### config.mk
export PLATFORM = sky130hd
export DESIGN_NAME = dn_timer
export DESIGN_NICKNAME = d
export VERILOG_FILES = /design/src/rtl/tmr_pkg.sv /design/src/rtl/tmr_prescaler.sv /design/src/rtl/tmr_counter.sv /design/src/rtl/tmr_ctrl_regs.sv /design/src/rtl/dn_timer.sv
export SDC_FILE = /design/constraint.sdc
export NUM_CORES = 1
export LEC_CHECK = 0
export BUFFER_PORTS_ARGS = -buffer_cell sky130_fd_sc_hd__clkbuf_2
export CORE_MARGIN = 2
export CORE_UTILIZATION = 30
export CTS_CLUSTER_DIAMETER = 80
export DETAILED_ROUTE_END_ITERATION = 12
export GPL_TIMING_DRIVEN = 0
export SYNTH_ARGS = -nofsm -noshare
export SYNTH_HDL_FRONTEND = slang
export SYNTH_SLANG_ARGS = --single-unit
### constraint.sdc
create_clock -name clk_i -period 2.44 [get_ports clk_i]
set_clock_uncertainty 0.2 [all_clocks]
set_input_delay 0.122 -clock clk_i [delete_from_list [all_inputs] [get_ports clk_i]]
set_output_delay 0.122 -clock clk_i [all_outputs]
set_load 0.005 [all_outputs]
### src/rtl/tmr_pkg.sv
package tmr_pkg;
  localparam int REG_W = 8;
  localparam int SEL_W = 3;
  // control register bit positions (software-visible)
  localparam int CTL_FLAG = 7;
  localparam int CTL_MASK = 6;
  localparam int CTL_PCLR = 3;
  localparam logic       ADDR_CNT  = 1'b0;
  localparam logic       ADDR_CTL  = 1'b1;
  localparam logic [SEL_W-1:0] SEL_RST = 3'b100;
endpackage

### src/rtl/tmr_prescaler.sv
module tmr_prescaler #(
  parameter int PSC_W = 7,
  parameter int SEL_W = 3
) (
  input  logic             clk_i,
  input  logic             rst_ni,
  input  logic             clr_i,
  input  logic [SEL_W-1:0] sel_i,
  output logic             tick_o
);
  logic [PSC_W-1:0] psc_q;
  logic [PSC_W-1:0] low_mask;

  always_comb begin
    for (int i = 0; i < PSC_W; i++) low_mask[i] = (i < int'(sel_i));
  end

  // tick when all bits below the selected tap are ones (carry into tap next)
  assign tick_o = (&(psc_q | ~low_mask)) && !clr_i;

  always_ff @(posedge clk_i or negedge rst_ni) begin
    if (!rst_ni)    psc_q <= '0;
    else if (clr_i) psc_q <= '0;
    else            psc_q <= psc_q + 1'b1;
  end

  AST_PSC_CLEAR: assert property (@(posedge clk_i) disable iff (!rst_ni)
    clr_i |=> (psc_q == '0));
  AST_DIV1_TICK: assert property (@(posedge clk_i) disable iff (!rst_ni)
    (sel_i == '0 && !clr_i) |-> tick_o);
  AST_NO_TICK_ON_CLEAR: assert property (@(posedge clk_i) disable iff (!rst_ni)
    clr_i |-> !tick_o);
endmodule

### src/rtl/tmr_counter.sv
module tmr_counter #(
  parameter int CNT_W = 8
) (
  input  logic             clk_i,
  input  logic             rst_ni,
  input  logic             tick_i,
  input  logic             load_i,
  input  logic [CNT_W-1:0] load_val_i,
  output logic [CNT_W-1:0] cnt_o,
  output logic             zero_evt_o
);
  logic [CNT_W-1:0] cnt_q;
  localparam logic [CNT_W-1:0] ONE = CNT_W'(1);

  assign cnt_o      = cnt_q;
  assign zero_evt_o = tick_i && !load_i && (cnt_q == ONE);

  always_ff @(posedge clk_i or negedge rst_ni) begin
    if (!rst_ni)      cnt_q <= '1;
    else if (load_i)  cnt_q <= load_val_i;
    else if (tick_i)  cnt_q <= cnt_q - 1'b1;
  end

  AST_LOAD_WINS: assert property (@(posedge clk_i) disable iff (!rst_ni)
    load_i |=> (cnt_q == $past(load_val_i)));
  AST_HOLD_IDLE: assert property (@(posedge clk_i) disable iff (!rst_ni)
    (!load_i && !tick_i) |=> $stable(cnt_q));
  AST_REACH_ZERO: assert property (@(posedge clk_i) disable iff (!rst_ni)
    zero_evt_o |=> (cnt_q == '0));
  AST_WRAP: assert property (@(posedge clk_i) disable iff (!rst_ni)
    (tick_i && !load_i && cnt_q == '0) |=> (cnt_q == '1));
endmodule

### src/rtl/tmr_ctrl_regs.sv
module tmr_ctrl_regs
  import tmr_pkg::*;
(
  input  logic             clk_i,
  input  logic             rst_ni,
  input  logic             wr_i,
  input  logic [REG_W-1:0] wdata_i,
  input  logic             zero_evt_i,
  output logic             flag_o,
  output logic             mask_o,
  output logic [SEL_W-1:0] sel_o,
  output logic             psc_clr_o
);
  logic             flag_q, mask_q;
  logic [SEL_W-1:0] sel_q;
  logic             flag_clr;

  assign flag_clr  = wr_i && !wdata_i[CTL_FLAG];
  assign psc_clr_o = wr_i && wdata_i[CTL_PCLR];
  assign flag_o    = flag_q;
  assign mask_o    = mask_q;
  assign sel_o     = sel_q;

  always_ff @(posedge clk_i or negedge rst_ni) begin
    if (!rst_ni) begin
      flag_q <= 1'b0;
      mask_q <= 1'b1;
      sel_q  <= SEL_RST;
    end else begin
      // set beats clear so no zero crossing is lost
      if (zero_evt_i)    flag_q <= 1'b1;
      else if (flag_clr) flag_q <= 1'b0;
      if (wr_i) begin
        mask_q <= wdata_i[CTL_MASK];
        sel_q  <= wdata_i[SEL_W-1:0];
      end
    end
  end

  AST_FLAG_STICKY: assert property (@(posedge clk_i) disable iff (!rst_ni)
    (flag_q && !flag_clr) |=> flag_q);
  AST_FLAG_SET_CAUSE: assert property (@(posedge clk_i) disable iff (!rst_ni)
    $rose(flag_q) |-> $past(zero_evt_i));
  AST_FLAG_SET: assert property (@(posedge clk_i) disable iff (!rst_ni)
    zero_evt_i |=> flag_q);
endmodule

### src/rtl/dn_timer.sv
module dn_timer
  import tmr_pkg::*;
#(
  parameter int PSC_W = 7
) (
  input  logic             clk_i,
  input  logic             rst_ni,
  input  logic             wr_i,
  input  logic             addr_i,
  input  logic [REG_W-1:0] wdata_i,
  output logic [REG_W-1:0] rdata_o,
  output logic             irq_o
);
  logic             wr_cnt, wr_ctl;
  logic             tick, zero_evt, psc_clr;
  logic             flag, mask;
  logic [SEL_W-1:0] sel;
  logic [REG_W-1:0] cnt;
  logic [REG_W-1:0] ctl_rd;

  assign wr_cnt = wr_i && (addr_i == ADDR_CNT);
  assign wr_ctl = wr_i && (addr_i == ADDR_CTL);

  tmr_prescaler #(.PSC_W(PSC_W), .SEL_W(SEL_W)) u_psc (
    .clk_i, .rst_ni, .clr_i(psc_clr), .sel_i(sel), .tick_o(tick)
  );

  tmr_counter #(.CNT_W(REG_W)) u_cnt (
    .clk_i, .rst_ni, .tick_i(tick), .load_i(wr_cnt), .load_val_i(wdata_i),
    .cnt_o(cnt), .zero_evt_o(zero_evt)
  );

  tmr_ctrl_regs u_ctl (
    .clk_i, .rst_ni, .wr_i(wr_ctl), .wdata_i, .zero_evt_i(zero_evt),
    .flag_o(flag), .mask_o(mask), .sel_o(sel), .psc_clr_o(psc_clr)
  );

  always_comb begin
    ctl_rd           = '0;
    ctl_rd[CTL_FLAG] = flag;
    ctl_rd[CTL_MASK] = mask;
    ctl_rd[SEL_W-1:0] = sel;
  end

  assign rdata_o = (addr_i == ADDR_CNT) ? cnt : ctl_rd;
  assign irq_o   = flag && !mask;

  AST_IRQ_NEEDS_FLAG: assert property (@(posedge clk_i) disable iff (!rst_ni)
    irq_o |-> u_ctl.flag_q);
  AST_IRQ_MASKED: assert property (@(posedge clk_i) disable iff (!rst_ni)
    u_ctl.mask_q |-> !irq_o);
  AST_CTL_SPARE_ZERO: assert property (@(posedge clk_i) disable iff (!rst_ni)
    (addr_i == ADDR_CTL) |-> (rdata_o[5:3] == 3'b000));
endmodule

==> results.json, run 1 <==
{
  "num_io_pins": 21,
  "multi_input_area_sq_um": 656,
  "portBuffers": 20,
  "place_ws_ns": 0.489,
  "drv_slew": 0,
  "grt_max_degree": 21,
  "synth-seq-cells": 20,
  "vias": 1099,
  "cts_resized": 0,
  "synth.most_common_cell": "nand2_1",
  "drc": 0,
  "tritoncts.num_buffers": 3,
  "cp_cell_sequence": "dlygate4sd3_1 -> clkbuf_2 -> and3_1 -> buf_2 -> a21o_1 -> nor3_1 -> buf_4 -> nand4_1 -> a31oi_1",
  "power_density_nw_per_um2": 789,
  "wire_per_inst_um": 13.5,
  "gp_congestion": 0.880,
  "critPathLaunchType": "input pin",
  "postSynthAreaPerCell_sq_um": 9.27,
  "synth_top_family_by_area": "simple AND/OR/NAND/NOR gates",
  "finalSetupViolCount": 0,
  "cts_sinks": 20,
  "leakagePower_nw": 0.675,
  "max_cap_viol_count": 0,
  "vdd_drop_max_v": 0.000413,
  "synth_compound_gate_area_share_pct": 16.0,
  "fmax_ghz": 0.482,
  "yosysTopAreaCell": "dfstp_2",
  "rows": 23,
  "ys.flop_type": "dfstp_2",
  "cts-htree-levels": 1,
  "core_area_sq_um": 3940,
  "critical_path_class": "input pin to flop",
  "die_height_um": 67.6,
  "num_antenna_cells": 0,
  "synth_common_cells": "nand2_1 (18), nor2_1 (11), dfrtp_1 (10), dfstp_2 (10), nand3_1 (9)",
  "fin_nets": 180,
  "synthCells": 131,
  "fin_ws_ns": 0.367,
  "outcome": "complete, no violations",
  "tightest_slew_ns": 0.528,
  "syn_area_sq_um": 1210,
  "worstPathRequired_ns": 2.43,
  "route.antenna.remaining_nets": 0,
  "cts_tree": "built",
  "grt_overflow": 0,
  "slew_headroom_pct": 64.7,
  "hold_path_depth": 4,
  "antenna_found_initial": 0,
  "synth_fa_ha_area_share_pct": 3.09,
  "cp_num_cells": 9,
  "drive_gt1_share_pct": 34.1,
  "hold_class": "input pin to flop",
  "dp_hpwl_um": 2070,
  "syn-num-nets": 146,
  "place_area_sq_um": 1380,
  "cp_data_arrival_time_ns": 2.06,
  "synth_edf_count": 0,
  "syn2layout_area_growth_pct": 25.3,
  "cpPeakStageDelay_ns": 0.55,
  "grt_first_pass_wirelength_um": 4990,
  "cts_max_path_buffers": 2,
  "async_flop_share_pct": 100,
  "p_total_w": 0.00120,
  "synth_xor_area_share_pct": 2.16,
  "root_buffer": "clkbuf_8",
  "start_util_pct": 30.8,
  "register_area_sq_um": 513,
  "die_width_um": 67.6,
  "synth_area_leaders": "dfstp_2 (22%), dfrtp_1 (21%), mux2_2 (6.5%), nand2_1 (5.6%), nand3_1 (3.7%)",
  "finalSetupTns_ns": 0,
  "place_inst": 201,
  "clock_latency_ns": 0.26,
  "grt_pass1_vias": 1122,
  "dieArea_sq_um": 4570,
  "ys_types": 37,
  "ys_seq_area_share_pct": 42.2,
  "cp_num_buf_inv": 4,
  "synth_top_area_share_pct": 21.6,
  "crit_family": "buffers and inverters",
  "ys_warn_count": 0,
  "fill_cells": 402,
  "cp_max_fo": 10,
  "period_share_pct": 84.9,
  "synthMuxAreaShare_pct": 6.49,
  "viasPerCell": 5.14,
  "period_minus_slack_ns": 2.07,
  "endpoint_kind": "flop",
  "first_pass_iters": 4,
  "rr_worst_depth": 6,
  "finalHoldViolCount": 0,
  "synthSimpleGateAreaFrac_pct": 26.3,
  "path_clk_slew_ns": 0.08,
  "final_cells": 214,
  "grt_use_total_pct": 14.4,
  "rsz0062_at_grt": "no",
  "design_area_sq_um": 1520,
  "cp_slowest_cell": "dlygate4sd3_1",
  "dr.first_iter.drc_count": 51,
  "wirelength_um": 2880
}
per-layer routing:
metal | GRT usage, % | share of wire [%] | vias up
met3 | 3.67 | 4.3 | 2
met2 | 25.1 | 48 | 31
met1 | 18.1 | 47 | 534
met5 | 0 | 0 | -
met4 | 2.30 | 0.42 | 0
li1 | - | - | 532
worst reg2reg max path: cells and delay by family (launching register included):
kind / cells / cell delay (ns)
DFF: 1 / 0.43
and+or+nand+nor: 3 / 0.35
buffers and inverters: 1 / 0.21
AOI/OAI and AO/OA: 2 / 0.70
sequential cells by signal, indices dropped and copies added (netlist names):
name / cells
u_cnt.cnt_o: 8
u_ctl.flag_o: 1
u_ctl.mask_o: 1
u_ctl.sel_o: 3
u_psc.psc_q: 7
through the flow:
stage | utilization, % | hold WS (ns)
after global placement | 34.9 | -0.0812
after CTS | 38.6 | 0.108
final | 38.6 | 0.122
after global routing | 38.6 | 0.152
after detailed placement | 34.9 | -0.0688
after floorplan | - | -0.374
path summary, 6_finish.rpt:
path	from	endpoint	slack [ns]
min in group asynchronous	rst_ni	u_ctl.flag_o	0.16
hold / removal	addr_i	u_cnt.cnt_o[2]	0.12
setup reg to reg	u_psc.psc_q[4]	u_cnt.cnt_o[3]	0.48
setup / recovery	wdata_i[3]	u_cnt.cnt_o[3]	0.37
hold reg to reg	u_cnt.cnt_o[6]	u_cnt.cnt_o[6]	0.32
max in group asynchronous	rst_ni	u_ctl.sel_o[2]	1.51
cell families (layout without fill, tap and decap cells):
| logic type | Yosys count | count (layout) |
|---|---|---|
| xor gates and xnor gates | 3 | 3 |
| adders and majority gates | 3 | 3 |
| muxes | 7 | 7 |
| buffers and inverters | 9 | 42 |
| and+or+nand+nor | 64 | 64 |
| AOI/OAI and AO/OA | 25 | 25 |
| DFF | 20 | 20 |
power by group:
| group | switching [W] | internal [W] |
|---|---|---|
| sequential | 0.0000982 | 0.000441 |
| clock | 0.000119 | 0.000144 |
| combinational | 0.000210 | 0.000190 |
layout make-up:
cell class              count  area share, %
plain buffers               6           2.30
clock buffers               4           3.62
inverters                   3          0.740
multi-input cells         102           43.1
flip-flops and latches     20           33.7
well taps                  50           4.11
repair buffers             29           12.5
cells in the final DEF (no fill, tap or decap), types with 2 or more instances in the layout:
master	synthesis	routed
a21boi_0	2	2
a21oi_1	3	3
a31o_2	4	4
a31oi_1	2	2
clkbuf_1	3	3
clkbuf_2	0	20
clkbuf_8	0	4
dfrtp_1	10	10
dfstp_2	10	10
dlygate4sd3_1	0	9
ha_1	3	3
inv_1	3	3
mux2_2	7	7
nand2_1	18	18
nand2b_1	4	4
nand3_1	9	9
nand4_1	4	4
nor2_1	11	11
nor2b_1	5	5
nor3_1	5	5
o211ai_1	2	2
o21ai_0	7	7
xor2_1	2	2
repair_timing:
action                     4_1_cts  5_1_grt
hold endpoints to repair        33        0
setup buffers                    0        0
setup endpoints to repair        0        0
hold buffers                     9        0
(Power assumes the default switching activity.)
==> run 2: changes to the inputs <==
==> constraint.sdc (replaced) <==
create_clock -name clk_i -period 1.9 [get_ports clk_i]
set_clock_uncertainty 0.2 [all_clocks]
set_input_delay 0.095 -clock clk_i [delete_from_list [all_inputs] [get_ports clk_i]]
set_output_delay 0.095 -clock clk_i [all_outputs]
set_load 0.005 [all_outputs]
==> run 2 against run 1 <==
  * Non-clock buffer count increased by 7
  * First-iteration DRC count stayed put
  * Clock power is 29% higher
  * Final cell count grew 3.3%
  * Core utilization grew 1.7 points
  * Critical path depth down 2
  * Setup slack lost 0.26 ns
  * Critical path type is now flop to flop
  * Largest power group unchanged
==> results.json, run 2 (synthesis gave the netlist of run 1 again) <==
{
  "drc": 0,
  "critPathLaunchType": "flop",
  "antenna_found_initial": 0,
  "place_ws_ns": -0.0506,
  "clock_latency_ns": 0.26,
  "gp_congestion": 0.880,
  "endpoint_kind": "flop",
  "fin_ws_ns": 0.103,
  "crit_top_cell": "buf_4",
  "power_frac_clock_pct": 21.2,
  "cts-htree-levels": 1,
  "fin_nets": 187,
  "period_minus_slack_ns": 1.80,
  "cp_cell_sequence": "nand2b_1 -> a21boi_2 -> o41ai_4 -> buf_4 -> buf_4 -> a31o_2 -> o21ai_0",
  "cp_data_arrival_time_ns": 1.78,
  "largest_register_ffs": 8,
  "tightest_slew_ns": 0.515,
  "grt_use_total_pct": 14.6,
  "cts_tree": "built",
  "fmax_ghz": 0.556,
  "p_seq_share_pct": 43.4,
  "power_switching_w": 0.000565,
  "vdd_drop_max_v": 0.000527,
  "cpPeakStageDelay_ns": 0.40,
  "max_cap_viol_count": 0,
  "drv_slew": 0,
  "drive_gt1_share_pct": 39.8,
  "root_buffer": "clkbuf_8",
  "hold_class": "input pin to flop",
  "r2r-end": "u_cnt.cnt_o[1]",
  "crit_family": "compound AO/OA/AOI/OAI gates",
  "reg2reg_slack_ns": 0.10,
  "tritoncts.num_buffers": 3,
  "place_inst": 201,
  "final_cells": 221,
  "leakagePower_nw": 0.709,
  "vias": 1133,
  "outcome": "complete, no violations",
  "wirelength_um": 2970,
  "die_width_um": 67.6,
  "combPwrFrac_pct": 35.3,
  "grt_overflow": 0,
  "cp_num_cells": 7,
  "route.antenna.remaining_nets": 0,
  "p_sw_share_pct": 35.4,
  "first_pass_iters": 4,
  "rsz0062_at_grt": "no",
  "p_int_w": 0.00103,
  "finalSetupViolCount": 0,
  "cts_sinks": 20,
  "start_util_pct": 30.8,
  "startpoint": "u_psc.psc_q[6]",
  "cp-endpoint": "u_cnt.cnt_o[1]",
  "num_antenna_cells": 0,
  "die_height_um": 67.6,
  "rows": 23,
  "dp_hpwl_um": 2070,
  "num_io_pins": 21,
  "core_area_sq_um": 3940,
  "r2r_start": "u_psc.psc_q[6]",
  "period_share_pct": 94.6,
  "power_density_nw_per_um2": 1000,
  "cts_max_path_buffers": 2,
  "final_common_cell": "clkbuf_2",
  "dr.first_iter.drc_count": 51,
  "syn2layout_area_growth_pct": 30.9,
  "cp_slowest_cell": "dfrtp_1",
  "slew_headroom_pct": 65.6,
  "cp_num_buf_inv": 2,
  "cp_max_fo": 5,
  "path_clk_slew_ns": 0.08,
  "wire_per_inst_um": 13.4,
  "critical_path_class": "flop to flop",
  "finalHoldViolCount": 0,
  "grt_first_pass_wirelength_um": 5080,
  "worstPathRequired_ns": 1.89,
  "rr_worst_depth": 7,
  "grt_pass1_vias": 1128,
  "dieArea_sq_um": 4570,
  "viasPerCell": 5.13,
  "final_cell_mix": "clkbuf_2 (20), nand2_1 (18), nor2_1 (11), dfstp_2 (10)",
  "portBuffers": 20,
  "grt_max_degree": 21
}
[run 2: layer usage]
layer / up-vias / part of all wire (%) / global-route usage (%)
met2: 29 / 49 / 25.1
met4: 0 / 0.27 / 2.30
met1: 554 / 46 / 18.7
met5: - / 0 / 0
li1: 548 / - / -
met3: 2 / 4.4 / 3.67
[run 2: how the worst min path moves through the flow]
stage,from,end,slack (ns),cells after the start
floorplan,rst_ni,u_ctl.flag_o,-0.40,0
global placement,rst_ni,u_psc.psc_q[1],-0.11,1
detailed placement,rst_ni,u_psc.psc_q[3],-0.1,1
CTS,addr_i,u_cnt.cnt_o[2],0.08,4
global route,addr_i,u_cnt.cnt_o[2],0.12,4
finish,addr_i,u_cnt.cnt_o[2],0.09,4
[run 2: cell type report]
| cell class | count | area [sq um] |
|---|---|---|
| buffer | 6 | 35.0 |
| clock buffer | 4 | 55.1 |
| fill | 392 | 2350 |
| inverter | 3 | 11.3 |
| multi-input combinational | 102 | 668 |
| sequential | 20 | 515 |
| tap | 50 | 62.6 |
| timing repair buffer | 36 | 243 |
[run 2: worst reg2reg max path, stage by stage (launching register included)]
cell      delay, ns
dfrtp_1        0.40
nand2b_1       0.17
a21boi_2       0.18
o41ai_4        0.07
buf_4          0.16
buf_4          0.15
a31o_2         0.22
o21ai_0        0.17
[run 2: through the flow]
stage	area (sq um)	utilization (%)	hold WS (ns)	setup TNS (ns)	total power, W
finish	1590	40.3	0.0908	0	0.00160
floorplan	1210	-	-0.401	0	0.00104
global placement	1380	34.9	-0.108	-0.0254	0.00118
global route	1590	40.3	0.125	0	0.00172
detailed placement	1380	34.9	-0.0958	-0.0804	0.00120
CTS	1540	39.0	0.0812	0	0.00157
[run 2: power groups by stage]
| stage | clock network [W] | registers, W | logic (W) |
|---|---|---|---|
| after floorplan | 0 | 0.000662 | 0.000376 |
| after global placement | 0 | 0.000693 | 0.000488 |
| after detailed placement | 0 | 0.000699 | 0.000500 |
| after CTS | 0.000351 | 0.000691 | 0.000530 |
| after global routing | 0.000362 | 0.000711 | 0.000643 |
| final | 0.000339 | 0.000694 | 0.000564 |
[run 2: repair_timing]
action | 4_1_cts | 5_1_grt
buffers inserted | 2 | 5
resized for setup | 1 | 6
hold endpoints to repair | 33 | 0
pin swaps | 1 | 3
endpoints found under the setup margin | 2 | 7
hold buffers | 9 | 0
